### config.mk
export PLATFORM = sky130hd
export DESIGN_NAME = fpdiv_serial
export DESIGN_NICKNAME = d
export VERILOG_FILES = /design/src/rtl/fpdiv_pkg.sv /design/src/rtl/fpdiv_special.sv /design/src/rtl/fpdiv_restore.sv /design/src/rtl/fpdiv_serial.sv
export SDC_FILE = /design/constraint.sdc
export NUM_CORES = 1
export LEC_CHECK = 0
export ABC_CLOCK_PERIOD_IN_PS = 6000
export BUFFER_PORTS_ARGS = -buffer_cell sky130_fd_sc_hd__buf_4
export CAP_MARGIN = 20
export CORE_UTILIZATION = 59
export CTS_CLUSTER_SIZE = 16
export DETAILED_ROUTE_END_ITERATION = 16
export PLACE_DENSITY = 0.88
export SETUP_SLACK_MARGIN = 0.2
export SLEW_MARGIN = 20
export SYNTH_ARGS = -nofsm -noshare
export SYNTH_HDL_FRONTEND = slang
export SYNTH_SLANG_ARGS = --single-unit
export TNS_END_PERCENT = 30
### constraint.sdc
create_clock -name clk -period 6 [get_ports clk]
set_clock_uncertainty 0.05 [all_clocks]
set_input_delay 0.9 -clock clk [delete_from_list [all_inputs] [get_ports clk]]
set_output_delay 0.9 -clock clk [all_outputs]
set_load 0.05 [all_outputs]
### src/rtl/fpdiv_pkg.sv
// Shared constants and types for the serial floating-point divider.
// Assumes a binary interchange layout: sign, biased exponent, fraction.
package fpdiv_pkg;
    parameter int FP_EXP_W  = 8;
    parameter int FP_FRAC_W = 23;

    typedef enum logic {
        ST_IDLE = 1'b0,
        ST_BUSY = 1'b1
    } div_state_t;
endpackage

### src/rtl/fpdiv_special.sv
// Zero-operand classifier. Flags operands whose exponent field is 0 as zero
// and builds the immediate answer: NaN for 0/0, signed infinity for x/0,
// signed zero for 0/x. Assumes the caller only uses the word when special=1.
module fpdiv_special #(
    parameter int EXP_W  = 8,
    parameter int FRAC_W = 23,
    localparam int WW    = 1 + EXP_W + FRAC_W
) (
    input  logic             a_sign,
    input  logic             b_sign,
    input  logic [EXP_W-1:0] a_exp,
    input  logic [EXP_W-1:0] b_exp,
    output logic             special,
    output logic [WW-1:0]    result
);
    logic a_zero, b_zero, sgn;

    // classify operands and choose the immediate result
    always_comb begin
        a_zero  = (a_exp == '0);
        b_zero  = (b_exp == '0);
        sgn     = a_sign ^ b_sign;
        special = a_zero | b_zero;
        if (a_zero && b_zero)
            result = {1'b0, {EXP_W{1'b1}}, 1'b1, {(FRAC_W-1){1'b0}}};
        else if (b_zero)
            result = {sgn, {EXP_W{1'b1}}, {FRAC_W{1'b0}}};
        else
            result = {sgn, {(WW-1){1'b0}}};
    end
endmodule

### src/rtl/fpdiv_restore.sv
// Restoring significand divider. On load it captures both significands and
// then retires one quotient bit per cycle, SIG_W+1 bits in all, giving
// floor(dvd * 2^SIG_W / dvs). fin pulses in the cycle after the last bit.
// Assumes both significands have their top bit set.
module fpdiv_restore #(
    parameter int SIG_W = 24,
    localparam int QW   = SIG_W + 1,
    localparam int CW   = $clog2(QW + 1)
) (
    input  logic             clk,
    input  logic             rst_n,
    input  logic             load,
    input  logic [SIG_W-1:0] dvd_sig,
    input  logic [SIG_W-1:0] dvs_sig,
    output logic             fin,
    output logic [QW-1:0]    quo
);
    logic [QW-1:0]    rem;
    logic [SIG_W-1:0] dvs_r;
    logic [CW-1:0]    cnt;
    logic             run;
    logic             ge;
    logic [SIG_W-1:0] diff, keep;

    // trial subtraction; keep the old remainder when it goes negative
    always_comb begin
        ge   = (rem >= {1'b0, dvs_r});
        diff = rem[SIG_W-1:0] - dvs_r;
        keep = ge ? diff : rem[SIG_W-1:0];
    end

    // iteration state: remainder, quotient shift register, bit counter
    always_ff @(posedge clk) begin
        if (!rst_n) begin
            rem   <= '0;
            dvs_r <= '0;
            quo   <= '0;
            cnt   <= '0;
            run   <= 1'b0;
            fin   <= 1'b0;
        end else begin
            fin <= 1'b0;
            if (load) begin
                rem   <= {1'b0, dvd_sig};
                dvs_r <= dvs_sig;
                quo   <= '0;
                cnt   <= '0;
                run   <= 1'b1;
            end else if (run) begin
                rem <= {keep, 1'b0};
                quo <= {quo[QW-2:0], ge};
                cnt <= cnt + 1'b1;
                if (cnt == CW'(QW - 1)) begin
                    run <= 1'b0;
                    fin <= 1'b1;
                end
            end
        end
    end

    // the partial remainder never reaches twice the divisor
    a_r6_rem_bound: assert property (@(posedge clk) disable iff (!rst_n)
        run |-> (rem < {dvs_r, 1'b0}));
endmodule

### src/rtl/fpdiv_serial.sv
// Serial floating-point divider top. Zero operands are answered in one
// cycle; otherwise sign and exponent are captured, the significands are
// divided bit-serially, and the quotient is normalized (one left shift at
// most), range-checked and packed. Truncates; no rounding, no denormals.
module fpdiv_serial
    import fpdiv_pkg::*;
#(
    parameter int EXP_W  = FP_EXP_W,
    parameter int FRAC_W = FP_FRAC_W,
    localparam int WW    = 1 + EXP_W + FRAC_W
) (
    input  logic          clk,
    input  logic          rst_n,
    input  logic          start,
    input  logic [WW-1:0] dividend,
    input  logic [WW-1:0] divisor,
    output logic [WW-1:0] quotient,
    output logic          done,
    output logic          overflow,
    output logic          underflow
);
    localparam int SIG_W   = FRAC_W + 1;
    localparam int QW      = SIG_W + 1;
    localparam int XW      = EXP_W + 2;
    localparam int BIAS    = (1 << (EXP_W - 1)) - 1;
    localparam int EXP_TOP = (1 << EXP_W) - 1;
    localparam logic signed [XW-1:0] EXP_TOP_V = XW'(EXP_TOP);

    div_state_t             state;
    logic                   special, load, fin, sign_r, lead;
    logic [WW-1:0]          spec_word;
    logic [QW-1:0]          quo;
    logic signed [XW-1:0]   exp_r, exp_n;
    logic [FRAC_W-1:0]      frac_n;

    fpdiv_special #(.EXP_W(EXP_W), .FRAC_W(FRAC_W)) u_special (
        .a_sign  (dividend[WW-1]),
        .b_sign  (divisor[WW-1]),
        .a_exp   (dividend[WW-2:FRAC_W]),
        .b_exp   (divisor[WW-2:FRAC_W]),
        .special (special),
        .result  (spec_word)
    );

    // launch the iteration only for an accepted, non-zero operation
    always_comb load = (state == ST_IDLE) && start && !special;

    fpdiv_restore #(.SIG_W(SIG_W)) u_core (
        .clk     (clk),
        .rst_n   (rst_n),
        .load    (load),
        .dvd_sig ({1'b1, dividend[FRAC_W-1:0]}),
        .dvs_sig ({1'b1, divisor[FRAC_W-1:0]}),
        .fin     (fin),
        .quo     (quo)
    );

    // normalize: shift left once when the leading quotient bit is clear
    always_comb begin
        lead   = quo[QW-1];
        exp_n  = lead ? exp_r : exp_r - {{(XW-1){1'b0}}, 1'b1};
        frac_n = lead ? quo[QW-2:1] : quo[QW-3:0];
    end

    // control, exponent capture, range check and result packing
    always_ff @(posedge clk) begin
        if (!rst_n) begin
            state     <= ST_IDLE;
            sign_r    <= 1'b0;
            exp_r     <= '0;
            quotient  <= '0;
            done      <= 1'b0;
            overflow  <= 1'b0;
            underflow <= 1'b0;
        end else begin
            done <= 1'b0;
            case (state)
                ST_IDLE: if (start) begin
                    if (special) begin
                        quotient  <= spec_word;
                        overflow  <= 1'b0;
                        underflow <= 1'b0;
                        done      <= 1'b1;
                    end else begin
                        sign_r <= dividend[WW-1] ^ divisor[WW-1];
                        exp_r  <= XW'(int'({2'b00, dividend[WW-2:FRAC_W]})
                                    - int'({2'b00, divisor[WW-2:FRAC_W]}) + BIAS);
                        state  <= ST_BUSY;
                    end
                end
                ST_BUSY: if (fin) begin
                    state     <= ST_IDLE;
                    done      <= 1'b1;
                    overflow  <= 1'b0;
                    underflow <= 1'b0;
                    if (exp_n >= EXP_TOP_V) begin
                        quotient <= {sign_r, {EXP_W{1'b1}}, {FRAC_W{1'b0}}};
                        overflow <= 1'b1;
                    end else if (exp_n[XW-1] || exp_n == '0) begin
                        quotient  <= {sign_r, {(WW-1){1'b0}}};
                        underflow <= 1'b1;
                    end else begin
                        quotient <= {sign_r, exp_n[EXP_W-1:0], frac_n};
                    end
                end
                default: state <= ST_IDLE;
            endcase
        end
    end

    // a finished significand quotient has one of its top two bits set
    a_r6_lead_bit: assert property (@(posedge clk) disable iff (!rst_n)
        fin |-> (quo[QW-1] | quo[QW-2]));

    // a running division cannot be abandoned by new start pulses
    a_r11_busy_hold: assert property (@(posedge clk) disable iff (!rst_n)
        (state == ST_BUSY && !fin) |=> (state == ST_BUSY));

    // an overflow result is an infinity
    a_r8_ovf_inf: assert property (@(posedge clk) disable iff (!rst_n)
        (done && overflow) |-> (quotient[WW-2:0] == {{EXP_W{1'b1}}, {FRAC_W{1'b0}}}));

    // an underflow result is a zero and never overflows at once
    a_r9_unf_zero: assert property (@(posedge clk) disable iff (!rst_n)
        (done && underflow) |-> (quotient[WW-2:0] == '0 && !overflow));
endmodule

==> summary.md, run 1 <==
| Metric | Value |
|---|---|
| CP Launch Type | flip-flop |
| Simple-gate share of the synthesized area | 17.1% |
| Total setup buffers inserted after CTS | 0 |
| Combinational group share of total power | 27.6% |
| First-pass GRT wire length | 29900 um |
| Clk pwr share | 37.8% |
| Die ar. | 12900 um2 |
| # DRC | 0 |
| CTS Buffer Depth | 2 |
| CTS Root Cell | clkbuf_16 |
| Top Family by Delay on Critical Path | compound AO/OA/AOI/OAI gates |
| PortBufs | 101 |
| CP Data Required Time | 6290 ps |
| Flop pwr share | 34.5% |
| Post-Syn Instances | 890 |
| Worst-path maximum fanout | 31 |
| Psw | 0.885 mW |
| Fmax | 0.290 GHz |
| Die height | 114 um |
| Worst EP arrival | 3740 ps |
| Vias per Instance | 5.97 |
| Final GP Congestion | 0.925 |
| VDD IR max | 210 uV |
| Layout area overhead | 17.8% |
| Max Cap Viol | 0 |
| Final setup viols | 0 |
| Crit path time final | 3450 ps |
| Leading area contributor after synthesis | dfxtp_1 |
| Cts-stage hold buffer count | 0 |
| Reg2Reg Setup Slack | 2550 ps |
| Compound-cell area share of the yosys netlist | 22.3% |
| Status | completed |
| Overflow after GRT | 0 |
| Met3 Usage GRT | 7.07% |
| Post-synthesis sequential element count | 128 |
| Syn Nets | 995 |
| M2 GR Usage | 48.9% |
| Hold_sp | quotient[8] |
| Slowest-stage cell, CP | a21o_2 |
| Fraction of layout cells with a size suffix above 1 | 17.4% |
| Worst skew pair latency | 420 ps |
| # IOs | 102 |
| Async S/R FF share, synth | 0% |
| Unrepaired setup endpoints after global routing | false |
| Design area | 8650 um2 |
| WL/cell | 15.8 um |
| Largest family of logic cells by synthesized area | compound AO/OA/AOI/OAI gates |
| GR Layer Usage met1 | 34.5% |
| Cell area power density | 312 nW/um2 |
| Worst slew pin tran | 985 ps |
| Yosys top cell area share | 34.9% |
| Switching Fraction | 32.8% |
| Hold depth | 2 |
| ANT cells | 0 |
| Multiplexer share of the synthesized area | 7.52% |
| Ys Warns | 0 |
| DRT iter0 DRCs | 420 |
| Tcrit/Tclk final | 57.5% |
| Cells along the critical path | inv_1 > ha_1 > a21o_1 > a21oi_1 > a21oi_1 > o21ai_1 > a41o_1 > a21o_2 > mux2_2 > o31ai_1 |
| Chip width | 114 um |
| Hold Crit Endpoint | quotient[8] |
| Total clock sinks | 128 |
| DRT Wirelength | 17900 um |
| Ys flop type | dfxtp_1 |
| P_int | 1.81 mW |
| Post-synth EDFFs | 0 |
| Rows | 40 |
| Buf+Inv Stages, Crit Path | 1 |
| Crit Path Class | flip-flop to flip-flop |
| Slew HR | 34.3% |
| # H-tree levels | 4 |
| Most frequent CP cell | a21oi_1 |
| Reg clk slew, reported paths | 60 ps |
| Setup TNS | 0 ps |
| Crit-path max cell delay | 660 ps |
| ANT nets after route | 0 |
| R2R Path End | u_core.rem[5] |
| Post-CTS Resized | 0 |
| Worst min path class | flip-flop to flip-flop |
| Vias in the first global route | 6509 |
| Largest net degree at the start of global routing | 66 |
| GRT Max-Usage Layer | met2 |
| Mapped Area | 7340 um2 |
| DP HPWL | 11900 um |
| Leading cell type in the layout, fill and taps excluded | dfxtp_1 |
| Commonest non-fill, non-tap cells in the layout | dfxtp_1 (127), buf_4 (107), nand2_1 (106) |
| Starting Density | 60.9% |
| Syn Area/Cell | 8.25 um2 |
| Synth area leaders | dfxtp_1 (35%), mux2i_1 (7.4%), ha_1 (6.1%) |
| Synthesized-area fraction occupied by adder cells | 6.68% |
| TritonCTS Buffers | 17 |
| Total track usage | 28.8% |
| Vias | 6783 |
| Crit. End Element | flip-flop |
| Dpl cell area | 8060 um2 |
| Final net count | 1061 |
| Core area | 12100 um2 |
| Post-Synth XOR/XNOR Area | 4.88% |
| Final Max Slew Viols | 0 |
| R2R cell count | 10 |
| Synth cell types | 68 |
| Static leakage | 3.45 nW |
| Register area share after synthesis | 34.9% |
| Fillers | 930 |
| Initial antenna violation count | 0 |
| 1st-pass router iterations | 5 |
| Final hold violation count | 0 |
| CTS tree | built |
| Reg2Reg Launch Point | u_core.dvs_r[3] |
## metrics by stage
step | utilization [%] | worst slack, ps | hold slack (ps) | power (mW) | cells
after floorplan | - | 3030 | 386 | 1.52 | 890
after global placement | 66.9 | 2390 | 386 | 1.65 | 1105
after detailed placement | 66.9 | 2290 | 394 | 1.67 | 1105
after CTS | 71.7 | 2260 | 406 | 2.69 | 1137
after global routing | 71.7 | 2290 | 425 | 2.82 | 1137
final | 71.7 | 2550 | 403 | 2.70 | 1137
## Yosys cell counts, types with 8 or more instances
cell and instances:
dfxtp_1 128, nand2_1 106, a21oi_1 71, nor2_1 71
mux2i_1 54, inv_1 52, clkbuf_1 39, o21ai_0 38
ha_1 36, nand3_1 28, xnor2_1 26, a211oi_1 22
o21ai_2 19, a21o_1 14, o31ai_1 14, xor2_1 13
a31oi_1 11, nand4_1 10, buf_1 9, o211ai_1 9
nor4_1 8, or3_1 8
## registers in the layout, summed over array words and instances, names as in the netlist
register      cells
u_core.dvs_r     24
exp_r            10
u_core.run        1
u_core.quo       25
u_core.fin        1
state             1
sign_r            1
underflow         1
u_core.rem       25
quotient         32
overflow          1
done              1
u_core.cnt        5
## worst reg2reg max path, cell delays in order (launching register included)
cell	delay (ps)
dfxtp_1	330
inv_1	50
ha_1	350
a21o_1	200
a21oi_1	170
a21oi_1	140
o21ai_1	270
a41o_1	520
a21o_2	660
mux2_2	420
o31ai_1	200
## routing by layer
layer | up-vias | part of all wire [%]
met5 | - | 0
met4 | 0 | 2.7
met3 | 52 | 5.5
met2 | 258 | 49
met1 | 3182 | 42
li1 | 3291 | -
## power groups by stage
stage	combinational, mW	sequential (mW)	clock, mW
after global placement	0.707	0.945	0
after detailed placement	0.725	0.947	0
after floorplan	0.583	0.934	0
after CTS	0.735	0.930	1.03
after global routing	0.823	0.936	1.06
final	0.746	0.931	1.02
## kinds of logic after synthesis
logic type | count (synthesis)
compound gates | 245
xor+xnor | 40
fa+ha+maj | 38
buf+inv | 112
flops | 128
mux | 55
simple gates | 272
## worst max path at each step
stage               slack, ps        startpoint            end  depth (start not counted)
CTS                      2260   u_core.dvs_r[3]  u_core.rem[5]                         10
detailed placement       2290   u_core.dvs_r[3]  u_core.rem[5]                         10
floorplan                3030      dividend[23]       exp_r[7]                         11
finish                   2550   u_core.dvs_r[3]  u_core.rem[5]                         10
global placement         2390   u_core.dvs_r[3]  u_core.rem[5]                         10
global route             2290  u_core.dvs_r[12]  u_core.rem[5]                          9
## layout make-up
type,count,area [um2],share of cell area [%]
inverter,52,195,2.26
tap,168,210,2.43
sequential,128,2560,29.6
multi-input combinational,650,4290,49.6
clock buffer,18,429,4.96
clock inverter,14,155,1.79
timing repair buffer,107,803,9.29
No activity file was read; power rests on OpenSTA's default activity.
==> run 2, diff against run 1 <==
--- a/config.mk
+++ b/config.mk
@@ -5,13 +5,13 @@
 export SDC_FILE = /design/constraint.sdc
 export NUM_CORES = 1
 export LEC_CHECK = 0
-export ABC_CLOCK_PERIOD_IN_PS = 6000
+export ABC_CLOCK_PERIOD_IN_PS = 3000
 export BUFFER_PORTS_ARGS = -buffer_cell sky130_fd_sc_hd__buf_4
 export CAP_MARGIN = 20
-export CORE_UTILIZATION = 59
+export CORE_UTILIZATION = 53
 export CTS_CLUSTER_SIZE = 16
 export DETAILED_ROUTE_END_ITERATION = 16
-export PLACE_DENSITY = 0.88
+export PLACE_DENSITY = 0.83
 export SETUP_SLACK_MARGIN = 0.2
 export SLEW_MARGIN = 20
 export SYNTH_ARGS = -nofsm -noshare
==> constraint.sdc (replaced) <==
create_clock -name clk -period 3 [get_ports clk]
set_clock_uncertainty 0.05 [all_clocks]
set_input_delay 0.45 -clock clk [delete_from_list [all_inputs] [get_ports clk]]
set_output_delay 0.45 -clock clk [all_outputs]
set_load 0.05 [all_outputs]
==> summary.md, run 2 (synthesis gave the netlist of run 1 again) <==
| Metric | Value |
|---|---|
| Dpl cell area | 8210 um2 |
| Final hold violation count | 0 |
| CP Data Required Time | 3290 ps |
| Fraction of layout cells with a size suffix above 1 | 21.9% |
| Largest net degree at the start of global routing | 46 |
| Fmax | 0.368 GHz |
| Total clock sinks | 128 |
| # H-tree levels | 4 |
| # IOs | 102 |
| Design area | 8990 um2 |
| Worst EP arrival | 3010 ps |
| Power, Total | 5.62 mW |
| Layout area overhead | 22.5% |
| Initial antenna violation count | 0 |
| Total track usage | 26.3% |
| Worst-path maximum fanout | 8 |
| Largest regs | quotient x32, u_core.quo x25, u_core.rem x25 |
| Largest Register | quotient |
| Finished Layout Cells | 1166 |
| # DRC | 0 |
| Crit path time final | 2720 ps |
| Crit Path Class | flip-flop to flip-flop |
| Slew HR | 31.0% |
| Commonest non-fill, non-tap cells in the layout | dfxtp_1 (126), buf_4 (126), nand2_1 (106) |
| VDD IR max | 476 uV |
| Reg clk slew, reported paths | 60 ps |
| WL/cell | 15.7 um |
| Worst skew pair latency | 430 ps |
| DRT iter0 DRCs | 461 |
| DP HPWL | 12400 um |
| Status | completed |
| PortBufs | 101 |
| Vias in the first global route | 6512 |
| Die height | 120 um |
| Final net count | 1082 |
| ANT nets after route | 0 |
| CTS Root Cell | clkbuf_16 |
| Setup TNS | 0 ps |
| First-pass GRT wire length | 30400 um |
| Crit. End Element | flip-flop |
| CP Launch Type | flip-flop |
| Max Cap Viol | 0 |
| Vias per Instance | 5.84 |
| Fillers | 1108 |
| Overflow after GRT | 0 |
| ANT cells | 0 |
| CTS Buffer Depth | 2 |
| Cell area power density | 626 nW/um2 |
| Core area | 13400 um2 |
| Final Max Slew Viols | 0 |
| Final GP Congestion | 0.929 |
| Final setup viols | 0 |
| Unrepaired setup endpoints after global routing | true |
| Inst Count DP | 1130 |
| Rows | 42 |
| TritonCTS Buffers | 17 |
| Static leakage | 3.59 nW |
| Cts-stage hold buffer count | 0 |
| Chip width | 120 um |
| Vias | 6813 |
| DRT Wirelength | 18300 um |
| Max reg flops | 32 |
| Die ar. | 14300 um2 |
| Tcrit/Tclk final | 90.7% |
| Worst min path class | input port to flip-flop |
| CTS tree | built |
| Worst slew pin tran | 1040 ps |
| Starting Density | 54.8% |
| 1st-pass router iterations | 5 |
## run 2: cell count changes in the layout (fill, tap and decap cells not counted), sizes merged
cell | previous run | this run
buf | 107 | 128
clkinv | 1 | 4
clkinvlp | 5 | 2
inv | 58 | 60
bufinv | 2 | 1
clkbuf | 18 | 17
## run 2: layer usage
metal,part of all wire [%],global-route usage (%)
met1,42,31.7
met2,50,45.6
met3,5.5,5.85
met4,1.7,9.77
met5,0,0
## run 2: power by group
group | leakage (nW) | switching (mW) | total (mW) | internal, mW
Combinational | 2.27 | 0.982 | 1.74 | 0.758
Sequential | 1.04 | 0.0860 | 1.87 | 1.78
Clock | 0.279 | 0.850 | 2.01 | 1.16
## run 2: timing repair
item,CTS,global route
setup endpoints to repair,25,52
buffers inserted,0,4
resized for setup,6,31
pin swaps,0,8
## run 2: layout make-up
| type | count | area, um2 | area share, % |
|---|---|---|---|
| clock inverters | 15 | 148 | 1.64 |
| multi-input cells | 650 | 4460 | 49.6 |
| inverters | 52 | 195 | 2.17 |
| flip-flops and latches | 128 | 2560 | 28.5 |
| well taps | 176 | 220 | 2.45 |
| clock buffers | 17 | 425 | 4.73 |
| repair buffers | 128 | 977 | 10.9 |
## run 2: worst max-delay path: stages (launching register included)
cell and delay [ps]:
dfxtp_1 340, inv_1 80, ha_4 290, nand3_1 150
o21bai_1 230, a21oi_2 190, o21ai_2 100, a41o_4 300
buf_4 160, buf_4 150, a211oi_2 210, a211oi_2 90
o31ai_2 270
## run 2: final timing paths
| kind | cells after the start | slack [ps] | startpoint | to |
|---|---|---|---|---|
| worst max-delay path | 12 | 280 | u_core.dvs_r[3] | u_core.rem[7] |
| worst min-delay path | 3 | 200 | dividend[4] | u_core.rem[4] |
| worst max register to register | 12 | 280 | u_core.dvs_r[3] | u_core.rem[7] |
| worst min register to register | 2 | 400 | u_core.dvs_r[12] | u_core.dvs_r[12] |
## run 2: stage by stage
step,setup slack (ps),util (%),hold slack (ps)
final,280,67.1,196
after global routing,137,67.1,198
after floorplan,453,-,386
after CTS,194,65.7,192
after global placement,185,61.3,388
after detailed placement,68.2,61.3,394
==> run 3, diff against run 2 <==
--- a/config.mk
+++ b/config.mk
@@ -5,13 +5,13 @@
 export SDC_FILE = /design/constraint.sdc
 export NUM_CORES = 1
 export LEC_CHECK = 0
-export ABC_CLOCK_PERIOD_IN_PS = 3000
+export ABC_CLOCK_PERIOD_IN_PS = 2710
 export BUFFER_PORTS_ARGS = -buffer_cell sky130_fd_sc_hd__buf_4
 export CAP_MARGIN = 20
-export CORE_UTILIZATION = 53
+export CORE_UTILIZATION = 58
 export CTS_CLUSTER_SIZE = 16
 export DETAILED_ROUTE_END_ITERATION = 16
-export PLACE_DENSITY = 0.83
+export PLACE_DENSITY = 0.86
 export SETUP_SLACK_MARGIN = 0.2
 export SLEW_MARGIN = 20
 export SYNTH_ARGS = -nofsm -noshare
==> constraint.sdc (replaced) <==
create_clock -name clk -period 2.71 [get_ports clk]
set_clock_uncertainty 0.05 [all_clocks]
set_input_delay 0.4065 -clock clk [delete_from_list [all_inputs] [get_ports clk]]
set_output_delay 0.4065 -clock clk [all_outputs]
set_load 0.05 [all_outputs]
==> summary.md, run 3 (synthesis gave the netlist of run 1 again) <==
| Metric | Value |
|---|---|
| 1st-pass router iterations | 7 |
| CTS Root Cell | clkbuf_16 |
| Vias per Instance | 6.11 |
| Vias | 7336 |
| DP HPWL | 12800 um |
| Core area | 12200 um2 |
| CTS Buffer Depth | 2 |
| Overflow after GRT | 0 |
| Reg2Reg Setup Slack | 4 ps |
| PortBufs | 101 |
| Initial antenna violation count | 0 |
| Design area | 9590 um2 |
| WHS | 142 ps |
| Rows | 40 |
| Vias in the first global route | 6879 |
| Hold depth | 3 |
| Die ar. | 13100 um2 |
| Slew HR | 56.0% |
| # DRC | 0 |
| Fillers | 755 |
| Hold_sp | dividend[3] |
| Final Max Slew Viols | 0 |
| CP Data Required Time | 2990 ps |
| Largest net degree at the start of global routing | 34 |
| # H-tree levels | 4 |
| VDD IR max | 452 uV |
| Final worst setup slack | 3.51 ps |
| # IOs | 102 |
| First-pass GRT wire length | 32200 um |
| Hold Crit Endpoint | u_core.rem[3] |
| Die height | 114 um |
| Unrepaired setup endpoints after global routing | true |
| Final net count | 1125 |
| Total clock sinks | 128 |
| R2R Path End | u_core.rem[12] |
| Final GP Congestion | 0.938 |
| CP Launch Type | flip-flop |
| Layout area overhead | 30.6% |
| Cell area power density | 700 nW/um2 |
| Final hold violation count | 0 |
| Reg clk slew, reported paths | 70 ps |
| Worst min path class | input port to flip-flop |
| Status | completed |
| Fmax | 0.369 GHz |
| Worst-path maximum fanout | 7 |
| DRT iter0 DRCs | 817 |
| Worst skew pair latency | 430 ps |
| Inst Count DP | 1157 |
| Max Cap Viol | 0 |
| Worst slack, placed | -53.8 ps |
| Crit. End Element | flip-flop |
| CTS tree | built |
| Crit Path Class | flip-flop to flip-flop |
| Static leakage | 3.87 nW |
| Tcrit/Tclk final | 99.9% |
| Leading cell type in the layout, fill and taps excluded | buf_4 |
| Chip width | 114 um |
| Crit path time final | 2710 ps |
| ANT nets after route | 0 |
| Max reg flops | 32 |
| Worst EP arrival | 2990 ps |
| R2R cell count | 10 |
| TritonCTS Buffers | 17 |
| Total track usage | 31.2% |
| Cts-stage hold buffer count | 0 |
| DRT Wirelength | 21900 um |
| Starting Density | 60.3% |
| Largest regs | quotient x32, u_core.quo x25, u_core.rem x25 |
| Worst slew pin tran | 660 ps |
| Reg2Reg Launch Point | u_core.dvs_r[8] |
| Commonest non-fill, non-tap cells in the layout | buf_4 (167), dfxtp_1 (118), nand2_1 (106) |
| WL/cell | 18.2 um |
| Final setup viols | 0 |
| ANT cells | 0 |
| Finished Layout Cells | 1201 |
| Largest Register | quotient |
| Fraction of layout cells with a size suffix above 1 | 29.4% |
| Dpl cell area | 8480 um2 |
==> run 3: cell types whose count changed in the layout (fill, tap and decap cells not counted), moves of 6 or more <==
cell / change
dfxtp_2: +7
inv_8: +6
dfxtp_1: -8
ha_1: -11
buf_4: +41
ha_4: +8
==> run 3: critical path, cell delays in order (launching register included) <==
cell	delay, ps
dfxtp_1	320
inv_1	50
ha_1	370
buf_4	170
nand3_2	140
nor4_2	320
a21oi_2	180
buf_4	180
a2111oi_2	410
a211oi_1	130
o31ai_1	270
==> run 3: timing repair <==
action                     CTS  global route
hold endpoints to repair     0             0
pin swaps                   15            14
resized for setup           42            48
setup endpoints to repair   52            50
buffers inserted             7             5
==> run 3: cell type report <==
class | count | area (um2) | area share [%]
flip-flops and latches | 128 | 2580 | 26.9
clock inverters | 15 | 158 | 1.64
well taps | 168 | 210 | 2.19
multi-input cells | 650 | 4710 | 49.2
repair buffers | 171 | 1310 | 13.6
clock buffers | 17 | 425 | 4.44
inverters | 52 | 195 | 2.04
==> run 3: power by group <==
| part | switching [mW] | leakage (nW) | internal (mW) | total [mW] |
|---|---|---|---|---|
| Combinational | 1.31 | 2.53 | 1.07 | 2.37 |
| Clock | 1.03 | 0.287 | 1.23 | 2.26 |
| Sequential | 0.103 | 1.05 | 1.97 | 2.08 |
| Total | 2.44 | 3.87 | 4.28 | 6.71 |
==> run 3: how the worst max path moves through the flow <==
stage	start	endpoint	slack (ps)	cells after the start
2_1_floorplan	u_core.dvs_r[3]	u_core.rem[24]	210	10
3_3_place_gp	u_core.dvs_r[10]	u_core.rem[12]	30	11
3_5_place_dp	u_core.dvs_r[10]	u_core.rem[12]	-50	11
4_1_cts	u_core.dvs_r[3]	u_core.rem[24]	190	11
5_1_grt	u_core.dvs_r[15]	u_core.rem[12]	-210	9
6_report	u_core.dvs_r[8]	u_core.rem[12]	4	10
==> run 3: through the flow <==
stage	total power, mW	setup TNS [ps]	utilization [%]
after detailed placement	3.94	-126	69.7
after global placement	3.90	0	69.7
final	6.71	0	78.8
after floorplan	3.37	0	-
after global routing	6.96	-2020	78.8
after CTS	6.37	0	76.4
==> run 3: routing by layer <==
layer / GRT usage (%) / wire, um / part of all wire (%) / vias to the layer above
met5: 0 / 0 / 0 / -
met4: 17.5 / 1050 / 4.8 / 0
met3: 6.03 / 1580 / 7.2 / 131
met2: 55.1 / 10900 / 50 / 408
met1: 35.2 / 8300 / 38 / 3375
li1: - / - / - / 3422
